[src/rtl/pwmref_pkg.sv]
package pwmref_pkg;

   // Sequencer state of the iterative quotient unit
   typedef enum logic {
      DIV_IDLE = 1'b0,
      DIV_RUN  = 1'b1
   } div_state_e;

   // Choice of quotient implementation
   typedef enum int {
      DIV_ITERATIVE   = 0,
      DIV_SINGLE_STEP = 1
   } div_kind_e;

endpackage

[src/rtl/pwm_period_meter.sv]
module pwm_period_meter #(
   parameter int CNT_W       = 16,
   parameter int TIMEOUT_CYC = 3000
) (
   input  logic             clk,
   input  logic             rst_n,
   input  logic             en,
   input  logic             pin,
   output logic             smp_valid,
   output logic [CNT_W-1:0] smp_high,
   output logic [CNT_W-1:0] smp_total,
   output logic             smp_direct
);

   localparam logic [CNT_W-1:0] CNT_MAX   = '1;
   localparam logic [CNT_W-1:0] IDLE_LAST = CNT_W'(TIMEOUT_CYC - 1);
   localparam logic [CNT_W-1:0] ONE       = CNT_W'(1);

   logic             pin_q;
   logic             armed;
   logic             idle_fired;
   logic [CNT_W-1:0] per_cnt;
   logic [CNT_W-1:0] hi_cnt;
   logic [CNT_W-1:0] idle_cnt;
   logic             rise;
   logic             any_edge;

   assign rise     = pin & ~pin_q;
   assign any_edge = pin ^ pin_q;

   always_ff @(posedge clk or negedge rst_n) begin
      if (!rst_n) begin
         pin_q      <= 1'b0;
         armed      <= 1'b0;
         idle_fired <= 1'b0;
         per_cnt    <= '0;
         hi_cnt     <= '0;
         idle_cnt   <= '0;
         smp_valid  <= 1'b0;
         smp_high   <= '0;
         smp_total  <= '0;
         smp_direct <= 1'b0;
      end else if (!en) begin
         pin_q      <= 1'b0;
         armed      <= 1'b0;
         idle_fired <= 1'b0;
         per_cnt    <= '0;
         hi_cnt     <= '0;
         idle_cnt   <= '0;
         smp_valid  <= 1'b0;
         smp_high   <= '0;
         smp_total  <= '0;
         smp_direct <= 1'b0;
      end else begin
         pin_q     <= pin;
         smp_valid <= 1'b0;

         // static-level watchdog
         if (any_edge) begin
            idle_cnt   <= '0;
            idle_fired <= 1'b0;
         end else if (!idle_fired) begin
            if (idle_cnt == IDLE_LAST) begin
               idle_fired <= 1'b1;
               armed      <= 1'b0;
               smp_valid  <= 1'b1;
               smp_direct <= 1'b1;
               smp_high   <= pin ? ONE : '0;
               smp_total  <= ONE;
            end else begin
               idle_cnt <= idle_cnt + ONE;
            end
         end

         // period measurement, rising edge to rising edge
         if (rise) begin
            if (armed) begin
               smp_valid  <= 1'b1;
               smp_direct <= 1'b0;
               smp_high   <= hi_cnt;
               smp_total  <= per_cnt;
            end
            armed   <= 1'b1;
            per_cnt <= ONE;
            hi_cnt  <= ONE;
         end else begin
            if (per_cnt != CNT_MAX) per_cnt <= per_cnt + ONE;
            if (pin && hi_cnt != CNT_MAX) hi_cnt <= hi_cnt + ONE;
         end
      end
   end

endmodule

[src/rtl/ref_divider.sv]
module ref_divider
   import pwmref_pkg::*;
#(
   parameter int CNT_W      = 16,
   parameter int REF_W      = 10,
   parameter int FULL_SCALE = 1000,
   parameter int DIV_KIND   = DIV_ITERATIVE
) (
   input  logic             clk,
   input  logic             rst_n,
   input  logic             en,
   input  logic             in_valid,
   input  logic [CNT_W-1:0] in_high,
   input  logic [CNT_W-1:0] in_total,
   input  logic             in_direct,
   output logic             out_valid,
   output logic [REF_W-1:0] out_code,
   output logic             out_direct
);

   localparam int NW = CNT_W + REF_W;
   localparam int BW = $clog2(NW + 1);

   logic [NW-1:0] num_in;
   assign num_in = NW'(in_high) * NW'(FULL_SCALE);

   function automatic logic [REF_W-1:0] clamp_q(input logic [NW-1:0] q);
      if (q > NW'(FULL_SCALE)) return REF_W'(FULL_SCALE);
      return q[REF_W-1:0];
   endfunction

   generate
      if (DIV_KIND == DIV_SINGLE_STEP) begin : g_single
         logic [NW-1:0] quo_c;
         assign quo_c = (in_total == '0) ? '1 : (num_in / NW'(in_total));

         always_ff @(posedge clk or negedge rst_n) begin
            if (!rst_n) begin
               out_valid  <= 1'b0;
               out_code   <= '0;
               out_direct <= 1'b0;
            end else if (!en) begin
               out_valid  <= 1'b0;
               out_code   <= '0;
               out_direct <= 1'b0;
            end else begin
               out_valid <= in_valid;
               if (in_valid) begin
                  out_code   <= clamp_q(quo_c);
                  out_direct <= in_direct;
               end
            end
         end
      end else begin : g_iter
         div_state_e       st;
         logic [NW-1:0]    num_sh;
         logic [NW-1:0]    quo;
         logic [CNT_W-1:0] den;
         logic [CNT_W-1:0] rem;
         logic [BW-1:0]    bits_left;
         logic             dir_q;
         logic [CNT_W:0]   rem_try;
         logic [CNT_W:0]   rem_sub;
         logic             take;

         assign rem_try = {rem, num_sh[NW-1]};
         assign take    = rem_try >= {1'b0, den};
         assign rem_sub = rem_try - {1'b0, den};

         always_ff @(posedge clk or negedge rst_n) begin
            if (!rst_n) begin
               st         <= DIV_IDLE;
               num_sh     <= '0;
               quo        <= '0;
               den        <= '0;
               rem        <= '0;
               bits_left  <= '0;
               dir_q      <= 1'b0;
               out_valid  <= 1'b0;
               out_code   <= '0;
               out_direct <= 1'b0;
            end else if (!en) begin
               st         <= DIV_IDLE;
               num_sh     <= '0;
               quo        <= '0;
               den        <= '0;
               rem        <= '0;
               bits_left  <= '0;
               dir_q      <= 1'b0;
               out_valid  <= 1'b0;
               out_code   <= '0;
               out_direct <= 1'b0;
            end else begin
               out_valid <= 1'b0;
               case (st)
                  DIV_IDLE: begin
                     if (in_valid) begin
                        num_sh    <= num_in;
                        den       <= in_total;
                        rem       <= '0;
                        quo       <= '0;
                        bits_left <= BW'(NW);
                        dir_q     <= in_direct;
                        st        <= DIV_RUN;
                     end
                  end
                  default: begin
                     rem    <= take ? rem_sub[CNT_W-1:0] : rem_try[CNT_W-1:0];
                     quo    <= {quo[NW-2:0], take};
                     num_sh <= num_sh << 1;
                     if (bits_left == BW'(1)) begin
                        out_valid  <= 1'b1;
                        out_code   <= clamp_q({quo[NW-2:0], take});
                        out_direct <= dir_q;
                        st         <= DIV_IDLE;
                     end else begin
                        bits_left <= bits_left - BW'(1);
                     end
                  end
               endcase
            end
         end
      end
   endgenerate

endmodule

[src/rtl/ref_iir_smoother.sv]
module ref_iir_smoother #(
   parameter int REF_W      = 10,
   parameter int FULL_SCALE = 1000,
   parameter int SHIFT      = 4,
   parameter int STEP_DIV   = 8
) (
   input  logic             clk,
   input  logic             rst_n,
   input  logic             en,
   input  logic             in_valid,
   input  logic [REF_W-1:0] in_code,
   input  logic             in_load,
   output logic [REF_W-1:0] out_code,
   output logic             out_valid,
   output logic             step_tick
);

   localparam int AW = REF_W + SHIFT + 2;

   logic signed [AW-1:0] acc;
   logic signed [AW-1:0] tgt;
   logic signed [AW-1:0] diff;
   logic signed [AW-1:0] step;
   logic signed [AW-1:0] in_ext;
   logic signed [AW-1:0] acc_out;

   assign in_ext  = $signed({{(AW - REF_W){1'b0}}, in_code}) <<< SHIFT;
   assign diff    = tgt - acc;
   assign acc_out = acc >>> SHIFT;

   generate
      if (STEP_DIV <= 1) begin : g_tick_every
         assign step_tick = 1'b1;
      end else begin : g_tick_div
         localparam int DW = $clog2(STEP_DIV);
         logic [DW-1:0] div_cnt;
         assign step_tick = (div_cnt == DW'(STEP_DIV - 1));
         always_ff @(posedge clk or negedge rst_n) begin
            if (!rst_n)         div_cnt <= '0;
            else if (!en)       div_cnt <= '0;
            else if (step_tick) div_cnt <= '0;
            else                div_cnt <= div_cnt + DW'(1);
         end
      end

      if (SHIFT == 0) begin : g_no_filter
         assign step = diff;
      end else begin : g_shift_filter
         logic signed [AW-1:0] step_raw;
         assign step_raw = diff >>> SHIFT;
         // a minimum unit step keeps the loop from stalling short of target
         assign step = (step_raw == '0 && diff != '0)
                     ? (diff[AW-1] ? '1 : AW'(1))
                     : step_raw;
      end
   endgenerate

   always_ff @(posedge clk or negedge rst_n) begin
      if (!rst_n) begin
         acc       <= '0;
         tgt       <= '0;
         out_valid <= 1'b0;
      end else if (!en) begin
         acc       <= '0;
         tgt       <= '0;
         out_valid <= 1'b0;
      end else if (in_valid) begin
         tgt       <= in_ext;
         out_valid <= 1'b1;
         if (in_load || !out_valid) acc <= in_ext;
      end else if (step_tick && out_valid) begin
         acc <= acc + step;
      end
   end

   always_comb begin
      if (acc_out > AW'(FULL_SCALE))  out_code = REF_W'(FULL_SCALE);
      else if (acc_out < 0)           out_code = '0;
      else                            out_code = acc_out[REF_W-1:0];
   end

endmodule

[src/rtl/pwm_dim_ref.sv]
module pwm_dim_ref
   import pwmref_pkg::*;
#(
   parameter int CLK_HZ        = 50_000_000,
   parameter int CNT_W         = 16,
   parameter int REF_W         = 10,
   parameter int FULL_SCALE    = 1000,
   parameter int TIMEOUT_CYC   = 3000,
   parameter int FILT_SHIFT    = 4,
   parameter int FILT_STEP_DIV = 8,
   parameter int DIV_KIND      = DIV_ITERATIVE
) (
   input  logic             clk,
   input  logic             rst_n,
   input  logic             ctrl_sync,
   input  logic             dim_en,
   output logic [REF_W-1:0] ref_code,
   output logic             ref_valid
);

   localparam int MIN_PER = CLK_HZ / 100_000;
   localparam int MAX_PER = CLK_HZ / 20_000;

   generate
      if (MIN_PER < 256) begin : g_err_resolution
         $error("clock too slow for 1/256 duty resolution at the fastest rate");
      end
      if (TIMEOUT_CYC <= MAX_PER) begin : g_err_timeout
         $error("timeout must exceed the slowest PWM period");
      end
      if (TIMEOUT_CYC >= (2 ** CNT_W)) begin : g_err_cnt
         $error("counter width too small for timeout");
      end
      if (FULL_SCALE < 256 || FULL_SCALE >= (2 ** REF_W)) begin : g_err_full
         $error("full-scale code out of range for code width");
      end
      if (FILT_SHIFT < 0 || FILT_SHIFT > 12) begin : g_err_shift
         $error("filter shift out of range");
      end
   endgenerate

   logic             smp_valid;
   logic [CNT_W-1:0] smp_high;
   logic [CNT_W-1:0] smp_total;
   logic             smp_direct;
   logic             res_valid;
   logic [REF_W-1:0] res_code;
   logic             res_direct;
   logic             step_tick;

   pwm_period_meter #(
      .CNT_W      (CNT_W),
      .TIMEOUT_CYC(TIMEOUT_CYC)
   ) u_meter (
      .clk       (clk),
      .rst_n     (rst_n),
      .en        (dim_en),
      .pin       (ctrl_sync),
      .smp_valid (smp_valid),
      .smp_high  (smp_high),
      .smp_total (smp_total),
      .smp_direct(smp_direct)
   );

   ref_divider #(
      .CNT_W     (CNT_W),
      .REF_W     (REF_W),
      .FULL_SCALE(FULL_SCALE),
      .DIV_KIND  (DIV_KIND)
   ) u_div (
      .clk       (clk),
      .rst_n     (rst_n),
      .en        (dim_en),
      .in_valid  (smp_valid),
      .in_high   (smp_high),
      .in_total  (smp_total),
      .in_direct (smp_direct),
      .out_valid (res_valid),
      .out_code  (res_code),
      .out_direct(res_direct)
   );

   ref_iir_smoother #(
      .REF_W     (REF_W),
      .FULL_SCALE(FULL_SCALE),
      .SHIFT     (FILT_SHIFT),
      .STEP_DIV  (FILT_STEP_DIV)
   ) u_filt (
      .clk      (clk),
      .rst_n    (rst_n),
      .en       (dim_en),
      .in_valid (res_valid),
      .in_code  (res_code),
      .in_load  (res_direct),
      .out_code (ref_code),
      .out_valid(ref_valid),
      .step_tick(step_tick)
   );

endmodule

[config.mk]
export PLATFORM = sky130hd
export DESIGN_NAME = pwm_dim_ref
export DESIGN_NICKNAME = d
export VERILOG_FILES = /design/src/rtl/pwmref_pkg.sv /design/src/rtl/pwm_period_meter.sv /design/src/rtl/ref_divider.sv /design/src/rtl/ref_iir_smoother.sv /design/src/rtl/pwm_dim_ref.sv
export SDC_FILE = /design/constraint.sdc
export NUM_CORES = 1
export LEC_CHECK = 0
export BUFFER_PORTS_ARGS = -buffer_cell sky130_fd_sc_hd__buf_4
export CAP_MARGIN = 5
export CORE_MARGIN = 1
export CORE_UTILIZATION = 60
export DETAILED_ROUTE_END_ITERATION = 8
export PLACE_DENSITY_LB_ADDON = 0.12
export SYNTH_ARGS = -nofsm -noshare
export SYNTH_HDL_FRONTEND = slang
export SYNTH_HIERARCHICAL = 1
export SYNTH_SLANG_ARGS = --single-unit
[constraint.sdc]
create_clock -name clk -period 5.1 [get_ports clk]
set_input_delay 0.255 -clock clk [delete_from_list [all_inputs] [get_ports clk]]
set_output_delay 0.255 -clock clk [all_outputs]
set_load 0.01 [all_outputs]
# After elaboration in Yosys (flattened, before gate mapping)
# Cells that the tools add are included.
[word_totals]
ff_bits = 223
input_bits = 4
out_inout_bits = 11
word_cells = 171
[op_classes]
addsub = 8
multipliers = 1
magnitude_cmp = 4
eq_ne = 21
muxes = 97
bitwise = 3
reduce_logical = 13
[ops]
columns = ["cell", "n"]
rows = [
  ["2-to-1 mux 16 bit", 37],
  ["2-to-1 mux 26 bit", 3],
  ["2-to-1 mux 25 bit", 3],
  ["2-to-1 mux 10 bit", 7],
  ["adder 16 x 1 -> 16 bit, second input constant", 3],
  ["2-to-1 mux 1 bit", 41],
  ["inequality test 16 bit, second input constant", 2],
  ["subtractor 16 bit", 2],
  ["greater-than comparator 26 x 10 -> 1 bit, second input constant", 1],
  ["multiplier 16 x 7 -> 23 bit, second input constant", 1],
  ["2-to-1 mux 5 bit", 4],
  ["greater-or-equal comparator 17 x 16 -> 1 bit", 1],
  ["adder 16 bit", 1],
  ["equality test 16 x 12 -> 1 bit, second input constant", 1],
  ["logical NOT 16 bit", 1],
  ["nonzero test 16 bit", 1],
  ["inequality test 3 x 1 -> 1 bit, second input constant", 5],
  ["greater-than comparator 12 x 11 -> 1 bit, second input constant", 1],
  ["< comparator 12 x 1 -> 1 bit, second input constant", 1],
  ["AND reduction 2 bit", 5],
  ["inequality test 3 x 2 -> 1 bit, second input constant", 3],
  ["inequality test 3 bit, second input constant", 3],
  ["inequality test 2 x 1 -> 1 bit, second input constant", 4],
  ["2-to-1 mux 3 bit", 2],
  ["12 further kinds", 14],
]

# Longest topological paths before layout
# Gate-level depths: netlist of run 1.
[logic_depth]
word_depth = 10
ltp_mapped = 21
depth_no_buf = 21

# Hierarchy
# The synthesis of run 1 kept the hierarchy.
[modules_own_cells]
columns = ["mod", "instances", "cells_each", "area_per_inst_um2", "seq_area_each_um2"]
rows = [
  ["ref_divider", 1, 805, 7827.5, 2477.4],
  ["pwm_period_meter", 1, 459, 4386.7, 2127.0],
  ["ref_iir_smoother", 1, 313, 2695.1, 750.7],
]

# Worst setup path before layout of run 1
# Ideal clock, no wire load.
[synth_timing]
path_kind = "register -> register"
startpoint = "register u_filt.acc[5]"
endpoint = "register u_filt.acc[14]"
arrival_ns = 4.439
path_slack_ns = 0.578
path_stages_with_launch = 21
synth_period_minus_slack_ns = 4.522
cell_sequence = "dfrtp_1 -> inv_1 -> ha_1 -> a21o_1 -> a21oi_1 -> nor4b_4 -> nor2_2 -> xor2_1 -> or4_4 -> o41ai_2 -> ha_1 -> inv_1 -> fa_1 -> nand3b_1 -> a21oi_1 -> nor3_1 -> o41ai_1 -> a21o_1 -> a21oi_1 -> xor2_1 -> o21ai_0"
[synth_via]
elab_chain_cells = 8
[synth_rtl]
columns = ["item", "line", "text"]
rows = [
  ["from (decl)", "ref_iir_smoother.sv:20", "logic signed [AW-1:0] acc;"],
  ["from (signal assigned)", "ref_iir_smoother.sv:70", "if (in_load || !out_valid) acc <= in_ext;"],
  ["from (signal assigned)", "ref_iir_smoother.sv:72", "acc <= acc + step;"],
  ["subtractor 16 bit", "ref_iir_smoother.sv:28", "assign diff = tgt - acc;"],
  ["logical NOT 16 bit / nonzero test 16 bit (equally long branches)", "ref_iir_smoother.sv:52", "assign step = (step_raw == '0 && diff != '0)"],
  ["logical AND 1 bit", "ref_iir_smoother.sv:52", ""],
  ["2-to-1 mux 16 bit", "ref_iir_smoother.sv:53", "? (diff[AW-1] ? '1 : AW'(1))"],
  ["adder 16 bit *", "ref_iir_smoother.sv:72", ""],
  ["2-to-1 mux 16 bit *", "ref_iir_smoother.sv:71", "end else if (step_tick && out_valid) begin"],
  ["2-to-1 mux 16 bit *", "ref_iir_smoother.sv:67", "end else if (in_valid) begin"],
  ["2-to-1 mux 16 bit *", "ref_iir_smoother.sv:63", "end else if (!en) begin"],
]
# Mark *: on every way between the ends. The rest lies on a longest branch, timed or not. The select of a mux whose other input is x is not followed.
# A chain may end at the register's enable or synchronous reset.

# Final worst setup path of run 1
[layout_timing]
startpoint = "register u_filt.acc[5]"
endpoint = "register u_filt.acc[12]"
# Same word-level chain as after synthesis.

==> metrics, run 1 <==
Critical Path Slowest Stage Cell=or4_4; Switching Fraction=0.232; worst rel slew slack=0.190; Final Max Tran Viols=0; remaining global-route overflow=0; Rows=57; die width=160 microns; Ports=15; Pre-Repair DR Iteration Count=5; core area=24300 sq um; endpoint class of the critical path=register; sequential power share=0.455; cell internal pwr=0.00293 W; status=finished clean; RePlAce Congestion=0.926; Distinct cells, synth=88; crit-path cells=inv_1 > ha_1 > a21o_1 > a21oi_1 > nor4b_4 > nor2_2 > xor2_1 > or4_4 > o41ai_2 > ha_1 > inv_1 > fa_1 > nand3b_1 > a21oi_1 > nor3_1 > o41ai_2 > xnor2_1 > nor2_1 > a21oi_1 > a21oi_1; WP buf/inv=2; largest net degree at the start of global routing=163; slowest cell delay on critical path=0.55 ns; top_reg_cell synth=dfrtp_1; worst hold path type=in -> reg; Cells after Synth=1577; Post-synth ARST share=1.00; Antenna Cells=0; RSZ-0062 raised after global routing=no; CTS Buf Count=25; crit start category=register; Worst Reg-to-Reg Cells=20; register area share after synthesis=0.359; synthesized net count=1742; CTS tree=done; Syn Area/Cell=9.45 sq um; Ys Warns=6; CTS H-tree lvls=1; pwr/cell area=236 nW/um^2; vias in the first global route=11.1k; critical path type=reg -> reg; Worst-path clk slew=0.06 ns; CP max FO=5; clock sink count=214; setup violators final=0; Setup Fix Bufs, Post-CTS=0; fmax=214 MHz; Placed Area=15200 sq um; WL final=31800 microns; WHS Path Cells=2; 1st-iter DRT viols=799; Final Core Density=0.664; Hold Vio Cnt, Final=0; min Tclk post-route=4.66 ns; layout cells sized above 1=0.0692; Clock Latency Late Sink=0.54 ns; Layout area overhead=8.28%; Net Switching=0.000886 W; routed length per instance=16.7 microns; nets@finish=1722; DR vias/cell=6.06; clk buf depth=3; final worst-path cycle share=0.915; final setup skew=0.00785 ns; I/O Buffers=14; Post-route DRC=0; combinational share of power=0.051; r2r setup slk=0.44 ns; first-pass GRT wire length=54800 microns; Design Area, Final=16100 sq um; Slew @ Worst Pin=1.21 ns; die footprint=25500 sq um; post-DP HPWL=22300 microns; Post-synth EDFFs=0; Total GRT Usage=0.256; Yosys reg bits=214; Clk pwr share=0.495; max cap viols=0; Max VDD drop=0.000252 V; DR vias=11.5k; initial antenna violation count=0; Arrival @ worst endpoint=5.04 ns; TNS Setup=0 ns; Die Ht=160 microns; root buffer cell=clkbuf_16; Worst Path Required=5.47 ns; WP depth=20; synthesized area=14900 sq um; Starting Density=0.613; CP most frequent cell=a21oi_1; DRT antenna net count=0; Worst path top cell family by delay=compound AO/OA/AOI/OAI gates; Pleak=7.19 nW
final cells by class:
cell class / instances / area, sq um
Tap cell: 324 / 405
Multi-Input combinational cell: 1145 / 8720
Fill cell: 1990 / 8180
Clock inverter: 15 / 200
Clock buffer: 31 / 678
Inverter: 140 / 526
Timing Repair Buffer: 31 / 258
Sequential cell: 214 / 5360
final timing paths:
kind	start	end
max	u_filt/acc[5]	u_filt/acc[12]
min	dim_en	u_meter/hi_cnt[0]
max reg2reg	u_filt/acc[5]	u_filt/acc[12]
min reg2reg	u_filt/g_tick_div.div_cnt[0]	u_filt/g_tick_div.div_cnt[0]
max in group asynchronous	rst_n	u_meter/per_cnt[2]
min in group asynchronous	rst_n	u_filt/tgt[13]
power groups by stage:
| stage | clock network [W] | logic, W | registers (W) |
|---|---|---|---|
| detailed placement | 0 | 0.000195 | 0.00176 |
| global route | 0.00199 | 0.000222 | 0.00174 |
| finish | 0.00189 | 0.000194 | 0.00173 |
| floorplan | 0 | 0.000122 | 0.00176 |
| CTS | 0.00193 | 0.000198 | 0.00173 |
| global placement | 0 | 0.000191 | 0.00176 |
cells by family after synthesis:
group | after synthesis | share of synthesized area
xor gates and xnor gates | 54 | 0.0317
AOI/OAI and AO/OA | 454 | 0.209
adders and majority gates | 161 | 0.163
and+or+nand+nor | 439 | 0.154
DFF | 214 | 0.359
buffers and inverters | 218 | 0.0582
muxes | 37 | 0.0248
worst register-to-register path, cell delays in order (launching register included):
cell,delay [ns]
dfrtp_1,0.41
inv_1,0.08
ha_1,0.31
a21o_1,0.16
a21oi_1,0.18
nor4b_4,0.29
nor2_2,0.08
xor2_1,0.18
or4_4,0.55
o41ai_2,0.31
ha_1,0.23
inv_1,0.06
fa_1,0.42
nand3b_1,0.23
a21oi_1,0.21
nor3_1,0.10
o41ai_2,0.28
xnor2_1,0.17
nor2_1,0.06
a21oi_1,0.12
a21oi_1,0.08
layer usage:
| metal | up-vias | share of wire | track usage |
|---|---|---|---|
| li1 | 5588 | - | - |
| met1 | 5664 | 0.48 | 0.378 |
| met2 | 218 | 0.46 | 0.407 |
| met3 | 35 | 0.042 | 0.0330 |
| met4 | 0 | 0.016 | 0.0511 |
| met5 | - | 0 | 0 |
placed cells by master (no fill, tap or decap), drive strengths merged, types with 14 or more instances in the layout:
cell      n
or3      19
o211ai   35
nand2   143
xnor2    31
o21ai   102
xor2     23
fa       56
nand3    32
o31ai    17
nor3     24
a211oi   15
dfrtp   214
nand2b   20
nor2b    20
or4      14
clkbuf   31
inv     139
ha      105
and2     18
a31oi    16
nand4    23
nor2     74
a21boi   57
a21oi    90
o21a     15
buf      29
mux2i    37
a22o     28
sequential cells by signal, indices dropped and copies added, names as in the netlist, 3 cells and up:
register	count
u_filt/g_tick_div.div_cnt	3
u_meter/hi_cnt	16
u_div/g_iter.bits_left	5
u_div/g_iter.quo	25
u_filt/tgt	10
u_div/g_iter.num_sh	23
u_div/g_iter.den	16
u_meter/per_cnt	16
u_meter/smp_total	16
u_meter/idle_cnt	16
u_meter/smp_high	16
u_div/out_code	10
u_filt/acc	16
u_div/g_iter.rem	16
cells in the mapped netlist (all sizes together), types with 7 or more instances:
cell type  number  area, sq um
a211oi         15          118
a21boi         57          428
a21o           13         97.6
a21oi          90          454
a22o           28          245
a31oi          16          100
and2           18          113
and3           10         62.6
and4            8         73.8
buf            19          113
clkbuf         58          220
dfrtp         214         5360
fa             56         1120
ha            105         1310
inv           138          518
mux2i          37          370
nand2         143          537
nand2b         20          125
nand3          32          165
nand4          23          144
nor2           74          283
nor2b          20          125
nor3           24          130
nor3b           9         67.6
nor4           12         90.1
o211ai         35          263
o21a           15          113
o21ai         102          522
o31ai          17          141
o41ai           7         76.3
or3            19          121
or4            14          109
xnor2          31          272
xor2           23          201
stage by stage:
step | power [W] | cells | worst slack, ns | hold slack (ns)
6_report | 0.00381 | 1900 | 0.435 | 0.198
5_1_grt | 0.00395 | 1900 | 0.0353 | 0.201
4_1_cts | 0.00386 | 1899 | 0.161 | 0.177
3_5_place_dp | 0.00196 | 1851 | 0.243 | 0.199
3_3_place_gp | 0.00195 | 1851 | 0.289 | 0.196
2_1_floorplan | 0.00188 | 1577 | 0.578 | -0.0406
repair_timing:
item,4_1_cts,5_1_grt
endpoints found under the hold margin,53,0
resized for setup,0,2
setup endpoints to repair,0,2
hold buffers,2,0
Note: power is estimated with default switching activity, not from simulation.
==> inputs of run 2 (changes only) <==
--- a/config.mk
+++ b/config.mk
@@ -7,10 +7,12 @@
 export LEC_CHECK = 0
 export BUFFER_PORTS_ARGS = -buffer_cell sky130_fd_sc_hd__buf_4
 export CAP_MARGIN = 5
+export CORE_ASPECT_RATIO = 1.25
 export CORE_MARGIN = 1
 export CORE_UTILIZATION = 60
 export DETAILED_ROUTE_END_ITERATION = 8
 export PLACE_DENSITY_LB_ADDON = 0.12
+export SKIP_LAST_GASP = 1
 export SYNTH_ARGS = -nofsm -noshare
 export SYNTH_HDL_FRONTEND = slang
 export SYNTH_HIERARCHICAL = 1
==> metrics, run 2 (same netlist as run 1, synthesis figures left out) <==
biggest regs=u_div/g_iter.quo: 25 flops, u_div/g_iter.num_sh: 23 flops; worst hold path type=in -> reg; 1st-iter DRT viols=576 (-28%); dpl cells=1862 (+0.59%); met3 wire length=802 microns (-41%); clock sink count=214 (unchanged); WL final=32000 microns (+0.69%); endpoint class of the critical path=register; CTS tree=done; CTS H-tree lvls=1 (unchanged); crit start category=register; Die Ht=178 microns (+12%); Rows=64 (+12%); clk buf depth=3 (unchanged); max FFs per register=25 (unchanged); RePlAce Congestion=0.924 (-0.25%); CP max FO=4 (-1); largest net degree at the start of global routing=114 (-30%); commonest cells after routing, fill and taps aside=dfrtp_1 (214), nand2_1 (143), inv_1 (138); fmax=208 MHz (-2.8%); vias in the first global route=11.5k (+3.8%); root buffer cell=clkbuf_16; Max VDD drop=0.000273 V (+8.2%); max cap viols=0 (unchanged); final setup skew=0.0111 ns (+0.00325 ns); Post-route DRC=0 (unchanged); Antenna Cells=0 (unchanged); DR vias=11.5k (-0.44%); Pleak=7.23 nW (+0.58%); Arrival @ worst endpoint=5.24 ns (+0.20 ns); met2 WL=16600 microns (+14%); die footprint=25500 sq um (about the same); layout cells sized above 1=0.0735 (+0.00435); Starting Density=0.610 (-0.00261); Worst Path Required=5.54 ns (+0.07 ns); DR vias/cell=6.00 (-0.86%); commonest non-fill, non-tap cell in the layout=dfrtp_1; M1 WL=13700 microns (-10%); pwr/cell area=239 nW/um^2 (+1.2%); initial antenna violation count=0 (unchanged); Pre-Repair DR Iteration Count=5 (unchanged); fillers=2035 (+2.3%); status=finished clean; Worst-path clk slew=0.06 ns (about the same); Final Max Tran Viols=0 (unchanged); Layout area overhead=8.69%; Total GRT Usage=0.261 (+0.00447); remaining global-route overflow=0 (unchanged); I/O Buffers=14 (unchanged); min Tclk post-route=4.80 ns (+0.136 ns); first-pass GRT wire length=54400 microns (-0.67%); setup violators final=0 (unchanged); final worst-path cycle share=0.941 (+0.0266); routed length per instance=16.8 microns (+0.26%); Hold WS=0.0212 ns (-0.177 ns); Highest Signal Layer=met4; critical path type=reg -> reg; register bank with the most flops=u_div/g_iter.quo; die width=143 microns (-10%); Slew @ Worst Pin=1.14 ns (-0.0686 ns); Ports=15 (unchanged); worst rel slew slack=0.238 (+0.0477); core area=24400 sq um (+0.43%); nets@finish=1726 (+0.23%); CTS Buf Count=24 (-4.0%); Finished Layout Cells=1908 (+0.42%); Hold Vio Cnt, Final=0 (unchanged); DRT antenna net count=0 (unchanged); Clock Latency Late Sink=0.52 ns (-0.02 ns); post-DP HPWL=22800 microns (+2.0%)
## run 2: worst max-delay path, stage by stage, from the launching register on
cell and delay, ns:
dfrtp_1 0.39, inv_1 0.08, ha_1 0.23, a21o_1 0.20
a21oi_2 0.17, nor4b_4 0.29, nor2_2 0.07, xor2_1 0.18
or4_4 0.55, o41ai_2 0.30, ha_2 0.24, inv_1 0.05
fa_1 0.41, nand3b_1 0.23, a21oi_2 0.22, nor3_1 0.11
o41ai_2 0.37, buf_4 0.17, a21o_1 0.11, a21oi_1 0.07
xor2_1 0.14, o21ai_0 0.13
## run 2: per-stage QoR
| step | setup TNS [ns] | worst slack, ns | area (sq um) | util | power, W |
|---|---|---|---|---|---|
| after floorplan | 0 | 0.578 | 14900 | - | 0.00188 |
| after global placement | 0 | 0.312 | 15200 | 0.624 | 0.00195 |
| after detailed placement | 0 | 0.210 | 15200 | 0.624 | 0.00196 |
| after CTS | 0 | 0.152 | 16200 | 0.662 | 0.00392 |
| after global routing | -0.0176 | -0.0167 | 16200 | 0.663 | 0.00401 |
| final | 0 | 0.300 | 16200 | 0.663 | 0.00387 |
## run 2: area by class of cell
cell class | instances | area [sq um] | area share
Clock buffer | 29 | 671 | 0.0414
Clock inverter | 14 | 234 | 0.0144
Timing Repair Buffer | 36 | 280 | 0.0173
Inverter | 140 | 526 | 0.0324
Tap cell | 330 | 413 | 0.0255
Sequential cell | 214 | 5360 | 0.330
Multi-Input combinational cell | 1145 | 8730 | 0.538
## run 2: power by group
part           internal (W)  switching (W)  leakage, nW
Sequential          0.00172      0.0000175         2.97
Combinational     0.0000562       0.000135         3.81
Clock               0.00124       0.000706        0.445
Total               0.00301       0.000858         7.23
## run 2: what timing repair did
item                                   4_1_cts  5_1_grt
gates resized for setup                      0        5
setup buffers                                0        2
endpoints found under the hold margin      111        0
hold buffers                                 1        0
setup endpoints to repair                    0        2
## run 2: path summary, 6_finish.rpt
path | endpoint | startpoint | slack, ns | cells past startpoint
setup / recovery | u_filt/acc[14] | u_filt/acc[4] | 0.30 | 21
hold / removal | u_meter/pin_q | ctrl_sync | 0.02 | 2
setup reg to reg | u_filt/acc[14] | u_filt/acc[4] | 0.30 | 21
hold reg to reg | u_filt/g_tick_div.div_cnt[0] | u_filt/g_tick_div.div_cnt[0] | 0.45 | 1
max in group asynchronous | u_div/g_iter.quo[2] | rst_n | 3.52 | 3
min in group asynchronous | u_filt/acc[2] | rst_n | 0.36 | 2
## run 2: layer usage
| metal | global-route usage | vias to the layer above |
|---|---|---|
| met2 | 0.475 | 156 |
| met4 | 0.0815 | 0 |
| li1 | - | 5601 |
| met5 | 0 | - |
| met1 | 0.322 | 5641 |
| met3 | 0.0266 | 56 |
